==> src/rtl/bcs_pkg.sv <==
package bcs_pkg;

    // Programmed operating mode
    typedef struct packed {
        logic [2:0] bl_code;   // 0..3 -> 1,2,4,8 beats; 4..7 -> full page
        logic       ilv;       // interleaved ordering
        logic       cl3;       // CAS latency 3 when set, else 2
        logic       wsingle;   // writes limited to one beat
    } mode_t;

    localparam mode_t MODE_RESET = '{bl_code: 3'd0, ilv: 1'b0, cl3: 1'b0, wsingle: 1'b0};

    localparam int unsigned MAX_CL = 3;

endpackage

==> src/rtl/bcs_mode_reg.sv <==
module bcs_mode_reg
    import bcs_pkg::*;
(
    input  logic  clk,
    input  logic  rst_n,
    input  logic  ld_i,
    input  logic  busy_i,
    input  mode_t mode_i,
    output mode_t mode_o
);

    typedef struct packed {
        mode_t mode;
    } st_t;

    st_t st_d, st_q;

    always_comb begin
        st_d = st_q;
        if (ld_i && !busy_i) begin
            st_d.mode = mode_i;
        end
    end

    always_ff @(posedge clk or negedge rst_n) begin
        if (!rst_n) begin
            st_q.mode <= MODE_RESET;
        end else begin
            st_q <= st_d;
        end
    end

    assign mode_o = st_q.mode;

    // a load while busy leaves the register untouched
    p_ld_ignored_r11: assert property (@(posedge clk) disable iff (!rst_n)
        (ld_i && busy_i) |=> $stable(st_q.mode));

    // an idle load is taken
    p_ld_taken_r11: assert property (@(posedge clk) disable iff (!rst_n)
        (ld_i && !busy_i) |=> (st_q.mode == $past(mode_i)));

endmodule

==> src/rtl/bcs_addr_gen.sv <==
module bcs_addr_gen
    import bcs_pkg::*;
#(
    parameter int unsigned COL_W  = 3,
    parameter int unsigned BANK_W = 1
) (
    input  logic              clk,
    input  logic              rst_n,
    input  mode_t             mode_i,
    input  logic              rd_cmd_i,
    input  logic              wr_cmd_i,
    input  logic [BANK_W-1:0] bank_i,
    input  logic [COL_W-1:0]  start_i,
    input  logic              term_i,
    output logic [COL_W-1:0]  addr_o,
    output logic [BANK_W-1:0] bank_o,
    output logic              vld_o,
    output logic              last_o,
    output logic              wr_o
);

    localparam logic [COL_W-1:0] ROW_MASK = {COL_W{1'b1}};

    typedef struct packed {
        logic              vld;
        logic              last;
        logic              wr;
        logic              full;
        logic              ilv;
        logic [COL_W-1:0]  mask;
        logic [COL_W-1:0]  beat;
        logic [COL_W-1:0]  start;
        logic [COL_W-1:0]  addr;
        logic [BANK_W-1:0] bank;
    } st_t;

    st_t st_d, st_q;

    logic              cmd;
    logic              is_wr;
    logic              one_beat_wr;
    logic              cmd_full;
    logic [COL_W-1:0]  cmd_mask;
    logic [COL_W-1:0]  nb;
    logic [COL_W-1:0]  off;
    logic [COL_W-1:0]  nxt_addr;

    // Low-bit mask for a fixed burst length code
    function automatic logic [COL_W-1:0] len_mask(input logic [1:0] code);
        return COL_W'((32'd1 << code) - 32'd1);
    endfunction

    always_comb begin
        cmd         = rd_cmd_i || wr_cmd_i;
        is_wr       = wr_cmd_i && !rd_cmd_i;
        one_beat_wr = is_wr && mode_i.wsingle;
        cmd_full    = mode_i.bl_code[2] && !one_beat_wr;
        if (one_beat_wr) begin
            cmd_mask = '0;
        end else if (mode_i.bl_code[2]) begin
            cmd_mask = ROW_MASK;
        end else begin
            cmd_mask = len_mask(mode_i.bl_code[1:0]);
        end

        nb       = st_q.beat + 1'b1;
        off      = st_q.ilv ? (st_q.start ^ nb) : (st_q.start + nb);
        nxt_addr = (st_q.start & ~st_q.mask) | (off & st_q.mask);

        st_d = st_q;
        if (cmd) begin
            st_d.vld   = 1'b1;
            st_d.wr    = is_wr;
            st_d.full  = cmd_full;
            st_d.ilv   = mode_i.ilv && !cmd_full;
            st_d.mask  = cmd_mask;
            st_d.beat  = '0;
            st_d.start = start_i;
            st_d.addr  = start_i;
            st_d.bank  = bank_i;
            st_d.last  = !cmd_full && (cmd_mask == '0);
        end else if (st_q.vld && (term_i || st_q.last)) begin
            st_d.vld  = 1'b0;
            st_d.last = 1'b0;
        end else if (st_q.vld) begin
            st_d.beat = nb;
            st_d.addr = nxt_addr;
            st_d.last = !st_q.full && (nb == st_q.mask);
        end
    end

    always_ff @(posedge clk or negedge rst_n) begin
        if (!rst_n) begin
            st_q <= '0;
        end else begin
            st_q <= st_d;
        end
    end

    assign addr_o = st_q.addr;
    assign bank_o = st_q.bank;
    assign vld_o  = st_q.vld;
    assign last_o = st_q.last;
    assign wr_o   = st_q.wr;

    // a command always yields its start column in the next cycle
    p_restart_r10: assert property (@(posedge clk) disable iff (!rst_n)
        (rd_cmd_i || wr_cmd_i) |=> (vld_o && addr_o == $past(start_i) && bank_o == $past(bank_i)));

    // read wins when both strobes are present
    p_rd_priority_r10: assert property (@(posedge clk) disable iff (!rst_n)
        (rd_cmd_i && wr_cmd_i) |=> !wr_o);

    // no beat after the last one unless a command restarts
    p_end_after_last_r5: assert property (@(posedge clk) disable iff (!rst_n)
        (vld_o && last_o && !rd_cmd_i && !wr_cmd_i) |=> !vld_o);

    // a full-page burst never flags a last beat
    p_full_never_last_r6: assert property (@(posedge clk) disable iff (!rst_n)
        (vld_o && st_q.full) |-> !last_o);

    // terminate removes the next beat
    p_term_r7: assert property (@(posedge clk) disable iff (!rst_n)
        (vld_o && term_i && !rd_cmd_i && !wr_cmd_i) |=> !vld_o);

    // single-write mode gives a one-beat write
    p_single_write_r9: assert property (@(posedge clk) disable iff (!rst_n)
        (wr_cmd_i && !rd_cmd_i && mode_i.wsingle) |=> (vld_o && wr_o && last_o));

    // sequential beats step by one inside the aligned block
    p_seq_step_r3: assert property (@(posedge clk) disable iff (!rst_n)
        (vld_o && !st_q.ilv && !last_o && !term_i && !rd_cmd_i && !wr_cmd_i)
        |=> (vld_o && ((addr_o & st_q.mask) == (($past(addr_o) + 1'b1) & st_q.mask))));

endmodule

==> src/rtl/bcs_rd_pipe.sv <==
module bcs_rd_pipe
    import bcs_pkg::*;
(
    input  logic clk,
    input  logic rst_n,
    input  logic beat_i,
    input  logic cl3_i,
    output logic rd_vld_o,
    output logic busy_o
);

    typedef struct packed {
        logic [MAX_CL-1:0] sh;
    } st_t;

    st_t st_d, st_q;

    always_comb begin
        st_d    = st_q;
        st_d.sh = {st_q.sh[MAX_CL-2:0], beat_i};
    end

    always_ff @(posedge clk or negedge rst_n) begin
        if (!rst_n) begin
            st_q <= '0;
        end else begin
            st_q <= st_d;
        end
    end

    assign rd_vld_o = cl3_i ? st_q.sh[MAX_CL-1] : st_q.sh[MAX_CL-2];
    assign busy_o   = |st_q.sh;

    // latency 2 alignment
    p_cl2_r8: assert property (@(posedge clk) disable iff (!rst_n)
        (rd_vld_o && !cl3_i) |-> $past(beat_i, 2));

    // latency 3 alignment
    p_cl3_r8: assert property (@(posedge clk) disable iff (!rst_n)
        (rd_vld_o && cl3_i) |-> $past(beat_i, 3));

endmodule

==> src/rtl/burst_col_seq.sv <==
module burst_col_seq
    import bcs_pkg::*;
#(
    parameter int unsigned COL_W  = 3,
    parameter int unsigned BANK_W = 1
) (
    input  logic              clk,
    input  logic              rst_n,
    input  logic              mode_ld,
    input  logic [2:0]        mode_bl,
    input  logic              mode_ilv,
    input  logic              mode_cl3,
    input  logic              mode_wsingle,
    input  logic              rd_cmd,
    input  logic              wr_cmd,
    input  logic [BANK_W-1:0] cmd_bank,
    input  logic [COL_W-1:0]  start_col,
    input  logic              term,
    output logic [COL_W-1:0]  col_addr,
    output logic [BANK_W-1:0] col_bank,
    output logic              col_vld,
    output logic              col_last,
    output logic              col_wr,
    output logic              rd_vld
);

    mode_t mode_in;
    mode_t mode_cur;
    logic  pipe_busy;
    logic  busy;
    logic  rd_beat;

    assign mode_in = '{bl_code: mode_bl, ilv: mode_ilv, cl3: mode_cl3, wsingle: mode_wsingle};
    assign busy    = col_vld || pipe_busy;
    assign rd_beat = col_vld && !col_wr;

    bcs_mode_reg i_mode (
        .clk    (clk),
        .rst_n  (rst_n),
        .ld_i   (mode_ld),
        .busy_i (busy),
        .mode_i (mode_in),
        .mode_o (mode_cur)
    );

    bcs_addr_gen #(
        .COL_W  (COL_W),
        .BANK_W (BANK_W)
    ) i_addr (
        .clk      (clk),
        .rst_n    (rst_n),
        .mode_i   (mode_cur),
        .rd_cmd_i (rd_cmd),
        .wr_cmd_i (wr_cmd),
        .bank_i   (cmd_bank),
        .start_i  (start_col),
        .term_i   (term),
        .addr_o   (col_addr),
        .bank_o   (col_bank),
        .vld_o    (col_vld),
        .last_o   (col_last),
        .wr_o     (col_wr)
    );

    bcs_rd_pipe i_pipe (
        .clk      (clk),
        .rst_n    (rst_n),
        .beat_i   (rd_beat),
        .cl3_i    (mode_cur.cl3),
        .rd_vld_o (rd_vld),
        .busy_o   (pipe_busy)
    );

    // quiet outputs right after reset release
    p_reset_quiet_r1: assert property (@(posedge clk)
        $rose(rst_n) |-> (!col_vld && !rd_vld));

endmodule

==> config.mk <==
export PLATFORM = sky130hd
export DESIGN_NAME = burst_col_seq
export DESIGN_NICKNAME = d
export VERILOG_FILES = /design/src/rtl/bcs_pkg.sv /design/src/rtl/bcs_mode_reg.sv /design/src/rtl/bcs_addr_gen.sv /design/src/rtl/bcs_rd_pipe.sv /design/src/rtl/burst_col_seq.sv
export SDC_FILE = /design/constraint.sdc
export NUM_CORES = 1
export LEC_CHECK = 0
export BUFFER_PORTS_ARGS = -buffer_cell sky130_fd_sc_hd__buf_4
export CAP_MARGIN = 30
export CORE_ASPECT_RATIO = 1.4
export CORE_MARGIN = 10
export CORE_UTILIZATION = 40
export CTS_BUF_LIST = sky130_fd_sc_hd__clkbuf_4 sky130_fd_sc_hd__clkbuf_8
export DETAILED_ROUTE_END_ITERATION = 8
export PLACE_DENSITY_LB_ADDON = 0.08
export SKIP_LAST_GASP = 1
export SYNTH_ARGS = -nofsm -noshare
export SYNTH_HDL_FRONTEND = slang
export SYNTH_HIERARCHICAL = 1
export SYNTH_SLANG_ARGS = --single-unit
export TNS_END_PERCENT = 20
==> constraint.sdc <==
create_clock -name clk -period 5.1 [get_ports clk]
set_input_delay 0 -clock clk [delete_from_list [all_inputs] [get_ports clk]]
set_output_delay 0 -clock clk [all_outputs]
set_load 0.01 [all_outputs]
; ---- Word level (Yosys, flattened, before mapping)
; Cells that the tools add are included.
; Widths: inputs -> output; s select.
[totals]
register_bits = 27
input_bits = 16
out_inout_bits = 8
wordCells = 64
[classes]
bitwise = 5
muxes = 14
addsub = 3
reduce_logical = 24
n_shift = 1
eq_ne = 2
[op_table]
columns = cell, n
row1 = $mux 3, 9
row2 = $logic_and 1x1->1, 9
row3 = $and 3x3->3, 2
row4 = $logic_not 1->1, 6
row5 = $mux 1, 4
row6 = $reduce_bool 2->1, 2
row7 = $add 3x1->3 const B, 1
row8 = $add 3x3->3, 1
row9 = $eq 3x3->1, 1
row10 = $logic_not 3->1, 1
row11 = $logic_or 1x1->1, 3
row12 = $not 3->3, 1
row13 = $or 3x3->3, 1
row14 = $reduce_bool 3->1, 1
row15 = $reduce_or 3->1, 1
row16 = $shl 1x2->3 const A, 1
row17 = $sub 3x1->3 const B, 1
row18 = $xor 3x3->3, 1
row19 = $mux 2, 1
row20 = $ne 2x1->1 const B, 1
row21 = $reduce_and 2->1, 1

; ---- Longest topological paths before layout
[logic_depth]
ltp_word = 8
ltp_mapped = 7
depth_no_buf = 7

; ---- Hierarchy
; Netlist, hierarchy kept.
[by_module_without_submodules]
columns = module, area_per_inst_um2, seq_area_each_um2, n_inst, cells_each
row1 = bcs_addr_gen, 959.7, 450.4, 1, 100
row2 = bcs_mode_reg, 265.3, 150.1, 1, 14
row3 = bcs_rd_pipe, 92.6, 75.1, 1, 5
row4 = burst_col_seq, 12.5, 0.0, 1, 2

; ---- Least setup slack after synthesis
; No wires, ideal clock.
[synth_timing]
kind = register to register
start = register i_addr/st_q[7] (netlist name)
end = register i_addr.st_q (netlist bit i_addr/addr_o[1])
stages_incl_launch_ff = 7
arrival_time_ns = 1.817
n_path_buf = 0
setup_slack_ns = 3.165
setup_time_ns = 0.119
synth_period_minus_slack_ns = 1.935
cell_sequence = dfrtp_1 ha_1 fa_1 mux2_2 a21oi_1 o221ai_1 o21a_1
[synth_between]
elab_chain_len = 8
[synth_lines]
columns = element, line_no
row1 = start: declaration, bcs_addr_gen.sv:37  ; st_t st_d, st_q;
row2 = start signal: assignment, bcs_addr_gen.sv:96  ; st_q <= st_d;
row3 = $add 3x1->3 *, bcs_addr_gen.sv:66  ; nb = st_q.beat + 1'b1;
row4 = $add 3x3->3 / $xor 3x3->3 (equally long branches), bcs_addr_gen.sv:67  ; off = st_q.ilv ? (st_q.start ^ nb) : (st_q.start + nb);
row5 = $mux 3 *, bcs_addr_gen.sv:67
row6 = $and 3x3->3 *, bcs_addr_gen.sv:68  ; nxt_addr = (st_q.start & ~st_q.mask) | (off & st_q.mask);
row7 = $or 3x3->3 *, bcs_addr_gen.sv:68
row8 = $mux 3 *, bcs_addr_gen.sv:85  ; end else if (st_q.vld) begin
row9 = $mux 3 *, bcs_addr_gen.sv:82  ; end else if (st_q.vld && (term_i || st_q.last)) begin
row10 = $mux 3 *, bcs_addr_gen.sv:71  ; if (cmd) begin
; Mark *: on every way between the ends. The rest lies on a longest branch, timed or not. The select of a mux whose other input is x is not followed.
; A chain may end at the register's enable or synchronous reset.

; ---- Worst setup path in the final report
; Ends and elaborated chain as after synthesis.

==> impl_results.html <==
<table>
<tr><th>Metric</th><th>Value</th></tr>
<tr><th colspan="2">STA</th></tr>
<tr><td>Slew at the pin closest to its max-slew limit</td><td>761.8 ps</td></tr>
<tr><td>Setup total negative slack</td><td>0 ps</td></tr>
<tr><td>Final setup margin</td><td>between 3000 and 4000 ps</td></tr>
<tr><td>Min Hold Slack</td><td>around 77 ps</td></tr>
<tr><td>Setup violations, final</td><td>0</td></tr>
<tr><td>Clock tree skew after final layout</td><td>a little under 2 ps</td></tr>
<tr><td>Share of the clock period used by the worst path after layout</td><td>0.3992</td></tr>
<tr><td>Max-slew headroom at the worst pin</td><td>0.4903</td></tr>
<tr><td>RSZ-0062 raised after global routing</td><td>false</td></tr>
<tr><td>Minimum clock period</td><td>2036 ps</td></tr>
<tr><td>Final Max Tran Viols</td><td>0</td></tr>
<tr><td>Final Hold Viols</td><td>0</td></tr>
<tr><td>Maximum clock frequency</td><td>a little under 500 MHz</td></tr>
<tr><th colspan="2">Clock network</th></tr>
<tr><td>Clock root buffer</td><td>clkbuf_8</td></tr>
<tr><td>Clock-pin transition on the worst setup and hold timing paths</td><td>around 90 ps</td></tr>
<tr><td>Clock insertion delay at the later pin of the skew report</td><td>roughly 260 ps</td></tr>
<tr><td>Num Clock Sinks</td><td>27</td></tr>
<tr><td>Number of H-tree levels</td><td>1</td></tr>
<tr><td>Number of buffers added by the clock tree synthesis step</td><td>3</td></tr>
<tr><td>CTS tree</td><td>yes</td></tr>
<tr><td>Post-cts repair resize count</td><td>0</td></tr>
<tr><td>Clock tree buffer depth</td><td>2</td></tr>
<tr><th colspan="2">Layout</th></tr>
<tr><td>Filler Cells Inserted</td><td>310</td></tr>
<tr><td>Number of nets in the layout</td><td>around 180</td></tr>
<tr><td>Number of standard cells in the layout, taps in and fillers out</td><td>around 190</td></tr>
<tr><td>Synthesis-to-finish area growth</td><td>26.06%</td></tr>
<tr><td>Fraction of layout cells with a size suffix above 1</td><td>0.2662</td></tr>
<tr><td>N_diodes</td><td>0</td></tr>
<tr><td>Area of the multi-input gates</td><td>~600 um^2</td></tr>
<tr><td>Register cell area after layout</td><td>675.6 um^2</td></tr>
<tr><th colspan="2">Critical path</th></tr>
<tr><td>FF-to-FF End</td><td>i_addr/addr_o[1]$_DFFE_PN0P_</td></tr>
<tr><td>Arrival time at the worst endpoint</td><td>roughly 2200 ps</td></tr>
<tr><td>Data required time of the worst path</td><td>roughly 5300 ps</td></tr>
<tr><td>Critical path type</td><td>flop to flop</td></tr>
<tr><td>Depth of the worst register-to-register path</td><td>6</td></tr>
<tr><td>Startpoint class of the critical path</td><td>flop</td></tr>
<tr><td>Nature of the critical path endpoint</td><td>flop</td></tr>
<tr><td>Origin of the critical flop-to-flop path</td><td>i_addr/st_q[7]$_DFFE_PN0P_</td></tr>
<tr><td>Crit path max fanout</td><td>4</td></tr>
<tr><td>Reg-to-reg slack, setup</td><td>between 3000 and 4000 ps</td></tr>
<tr><th colspan="2">Place</th></tr>
<tr><td>DP Worst Slack</td><td>~3100 ps</td></tr>
<tr><td>Number of port buffers</td><td>23</td></tr>
<tr><td>Placed cells</td><td>between 150 and 200</td></tr>
<tr><td>Hpwl dp</td><td>roughly 2000 um</td></tr>
<tr><td>GPL Wtd Cong</td><td>about 0.79</td></tr>
<tr><th colspan="2">Global routing</th></tr>
<tr><td>Global-route wire length before repair</td><td>about 5000 um</td></tr>
<tr><td>Sum of overflow across all layers after global routing</td><td>0</td></tr>
<tr><td>GRT Util Overall</td><td>0.1036</td></tr>
<tr><td>Antenna violations before repair</td><td>0</td></tr>
<tr><td>Maximum number of pins on one net before global-route repair</td><td>28</td></tr>
<tr><td>Number of global-route vias before repair</td><td>approximately 1.1k</td></tr>
<tr><th colspan="2">Hold path</th></tr>
<tr><td>Startpoint of the worst hold path</td><td>term</td></tr>
<tr><td>End point of the most critical hold path</td><td>i_addr/st_q[8]$_DFFE_PN0P_</td></tr>
<tr><td>Number of cells traversed by the worst hold path</td><td>4</td></tr>
<tr><td>Type of the worst min-delay path</td><td>primary input to flop</td></tr>
<tr><th colspan="2">Synth</th></tr>
<tr><td>Cell with the most instances after synthesis</td><td>dfrtp_1</td></tr>
<tr><td>Share of flip-flops with an asynchronous set or reset after synthesis</td><td>1.000</td></tr>
<tr><td>Synthesized cell area</td><td>between 1000 and 1500 um^2</td></tr>
<tr><td>Post-synthesis net count</td><td>141</td></tr>
<tr><td>Number of unique standard cell types used by synthesis</td><td>36</td></tr>
<tr><td>Number of flip-flops and latches in the synthesized netlist</td><td>27</td></tr>
<tr><td>Top area cells in the synthesized netlist</td><td>dfrtp_1 (51%), mux2_4 (6.8%), nand2_1 (5.9%)</td></tr>
<tr><td>Synthesized instance count</td><td>about 120</td></tr>
<tr><td>Yosys synthesis warning count</td><td>6</td></tr>
<tr><td>Most frequent cells after synthesis</td><td>dfrtp_1 (27), nand2_1 (21), a21oi_1 (7), nor2_1 (7), mux2_4 (6)</td></tr>
<tr><td>Sequential fraction of the synthesis area</td><td>0.5080</td></tr>
<tr><td>Number of enable-type register cells in the synthesized netlist</td><td>0</td></tr>
<tr><td>Top flip-flop cell by instance count after synthesis</td><td>dfrtp_1</td></tr>
<tr><td>Synthesized area per cell</td><td>between 10 and 15 um^2</td></tr>
<tr><td>Area share of the largest cell type after synthesis</td><td>0.5080</td></tr>
<tr><td>Area leader, netlist</td><td>dfrtp_1</td></tr>
<tr><th colspan="2">Detailed routing</th></tr>
<tr><td>Detailed-route DRC error count</td><td>0</td></tr>
<tr><td>Average wire length per cell after detail routing</td><td>roughly 14 um</td></tr>
<tr><td>Post-Route WL</td><td>between 2000 and 3000 um</td></tr>
<tr><td>Violation count after the first detailed-routing iteration</td><td>12</td></tr>
<tr><td>Total iterations of the first detailed-routing run</td><td>4</td></tr>
<tr><td>Detailed-route vias per instance</td><td>a little under 5</td></tr>
<tr><td>Post-route antenna net violation count</td><td>0</td></tr>
<tr><td>Routed via count</td><td>about 960</td></tr>
<tr><th colspan="2">Outcome</th></tr>
<tr><td>Run status</td><td>finished, final reports clean</td></tr>
<tr><th colspan="2">Floorplanning</th></tr>
<tr><td>Floorplan die area</td><td>just over 6000 um^2</td></tr>
<tr><td>Cell row count</td><td>24</td></tr>
<tr><td>Area of the placeable core</td><td>3153 um^2</td></tr>
<tr><td>Overall die width</td><td>68.74 um</td></tr>
<tr><td>Effective utilization at floorplan</td><td>0.4218</td></tr>
<tr><td>Vertical die dimension</td><td>a little under 90 um</td></tr>
<tr><td># IOs</td><td>24</td></tr>
<tr><th colspan="2">Power and ir drop</th></tr>
<tr><td>PnR Total Power</td><td>roughly 0.00053 W</td></tr>
<tr><td>Power density over cell area</td><td>about 310 nW/um^2</td></tr>
<tr><td>Leakage Power</td><td>0.7809 nW</td></tr>
<tr><td>Maximum VDD drop</td><td>0.2222 mV</td></tr>
<tr><th colspan="2">Flow run</th></tr>
<tr><td>Max-cap check violation count</td><td>0</td></tr>
</table>
## critical path, stage by stage (launching register included)
cell,delay (ps)
dfrtp_1,430
ha_1,380
fa_1,470
mux2_2,270
a21oi_1,140
o221ai_1,130
o21a_1,120
## worst max path at each step
stage	start	cells after the start	to	slack, ps
after floorplan	i_addr/st_q[7]$_DFFE_PN0P_	6	i_addr/addr_o[1]$_DFFE_PN0P_	3160
after global placement	i_addr/st_q[7]$_DFFE_PN0P_	6	i_addr/addr_o[1]$_DFFE_PN0P_	3110
after detailed placement	i_addr/st_q[7]$_DFFE_PN0P_	6	i_addr/addr_o[1]$_DFFE_PN0P_	3080
after CTS	i_addr/st_q[7]$_DFFE_PN0P_	6	i_addr/addr_o[1]$_DFFE_PN0P_	3050
after global routing	i_addr/st_q[7]$_DFFE_PN0P_	6	i_addr/addr_o[1]$_DFFE_PN0P_	2970
final	i_addr/st_q[7]$_DFFE_PN0P_	6	i_addr/addr_o[1]$_DFFE_PN0P_	3060
## where the power goes
group	total (W)	leakage, nW	internal, W	switching [W]
Combinational	0.000126	0.425	0.0000715	0.0000540
Clock	0.000122	0.0262	0.0000611	0.0000613
Sequential	0.000279	0.329	0.000248	0.0000317
## layout by cell type, fill, tap and decap left out, types with 2 or more instances in the layout
cell type,netlist,final
dfrtp_1,27,27
buf_4,3,23
nand2_1,21,21
dlygate4sd3_1,0,13
nor2_1,7,7
a21oi_1,7,7
mux2_4,6,6
nand3_1,5,5
inv_1,4,4
clkbuf_8,0,3
o21ai_0,3,3
xnor2_1,3,3
xor2_1,3,3
ha_1,3,3
nor3_1,2,2
a21o_1,2,2
mux2_2,2,2
nand2b_1,2,2
## logic make-up (layout without fill, tap and decap cells)
family | Yosys count | count (layout) | synth area share
AOI/OAI and AO/OA | 18 | 18 | 0.08842
xor gates and xnor gates | 6 | 6 | 0.03952
adders and majority gates | 4 | 4 | 0.04328
buffers and inverters | 11 | 44 | 0.05173
DFF | 27 | 27 | 0.5080
muxes | 9 | 9 | 0.09219
and+or+nand+nor | 46 | 46 | 0.1769
## registers in the layout, indices dropped and copies added, names as in the netlist
name / count
i_mode/mode_o: 6
i_addr/addr_o: 3
i_addr/vld_o: 1
i_pipe/st_q: 3
i_addr/st_q: 11
i_addr/last_o: 1
i_addr/wr_o: 1
i_addr/bank_o: 1
## final cells by class
cell class | instances | share of cell area
Inverter | 4 | 0.008955
Timing Repair Buffer | 36 | 0.1806
Tap cell | 39 | 0.02910
Sequential cell | 27 | 0.4030
Multi-Input combinational cell | 83 | 0.3493
Clock buffer | 4 | 0.02910
## what timing repair did
item	4_1_cts	5_1_grt
hold buffers	13	0
buffers inserted	0	0
endpoints found under the hold margin	40	0
## metrics by stage
stage	cell area, um^2	utilization
3_5_place_dp	1498	0.4750
5_1_grt	1677	0.5317
2_1_floorplan	1330	-
4_1_cts	1677	0.5317
6_report	1677	0.5317
3_3_place_gp	1498	0.4750
## metal layers
layer | vias up | GRT usage | part of all wire
li1 | 467 | - | -
met1 | 469 | 0.1225 | 0.42
met2 | 16 | 0.1716 | 0.53
met3 | 4 | 0.02405 | 0.041
met4 | 0 | 0.04676 | 0.016
met5 | - | 0 | 0
Note: power is estimated with default switching activity, not from simulation.
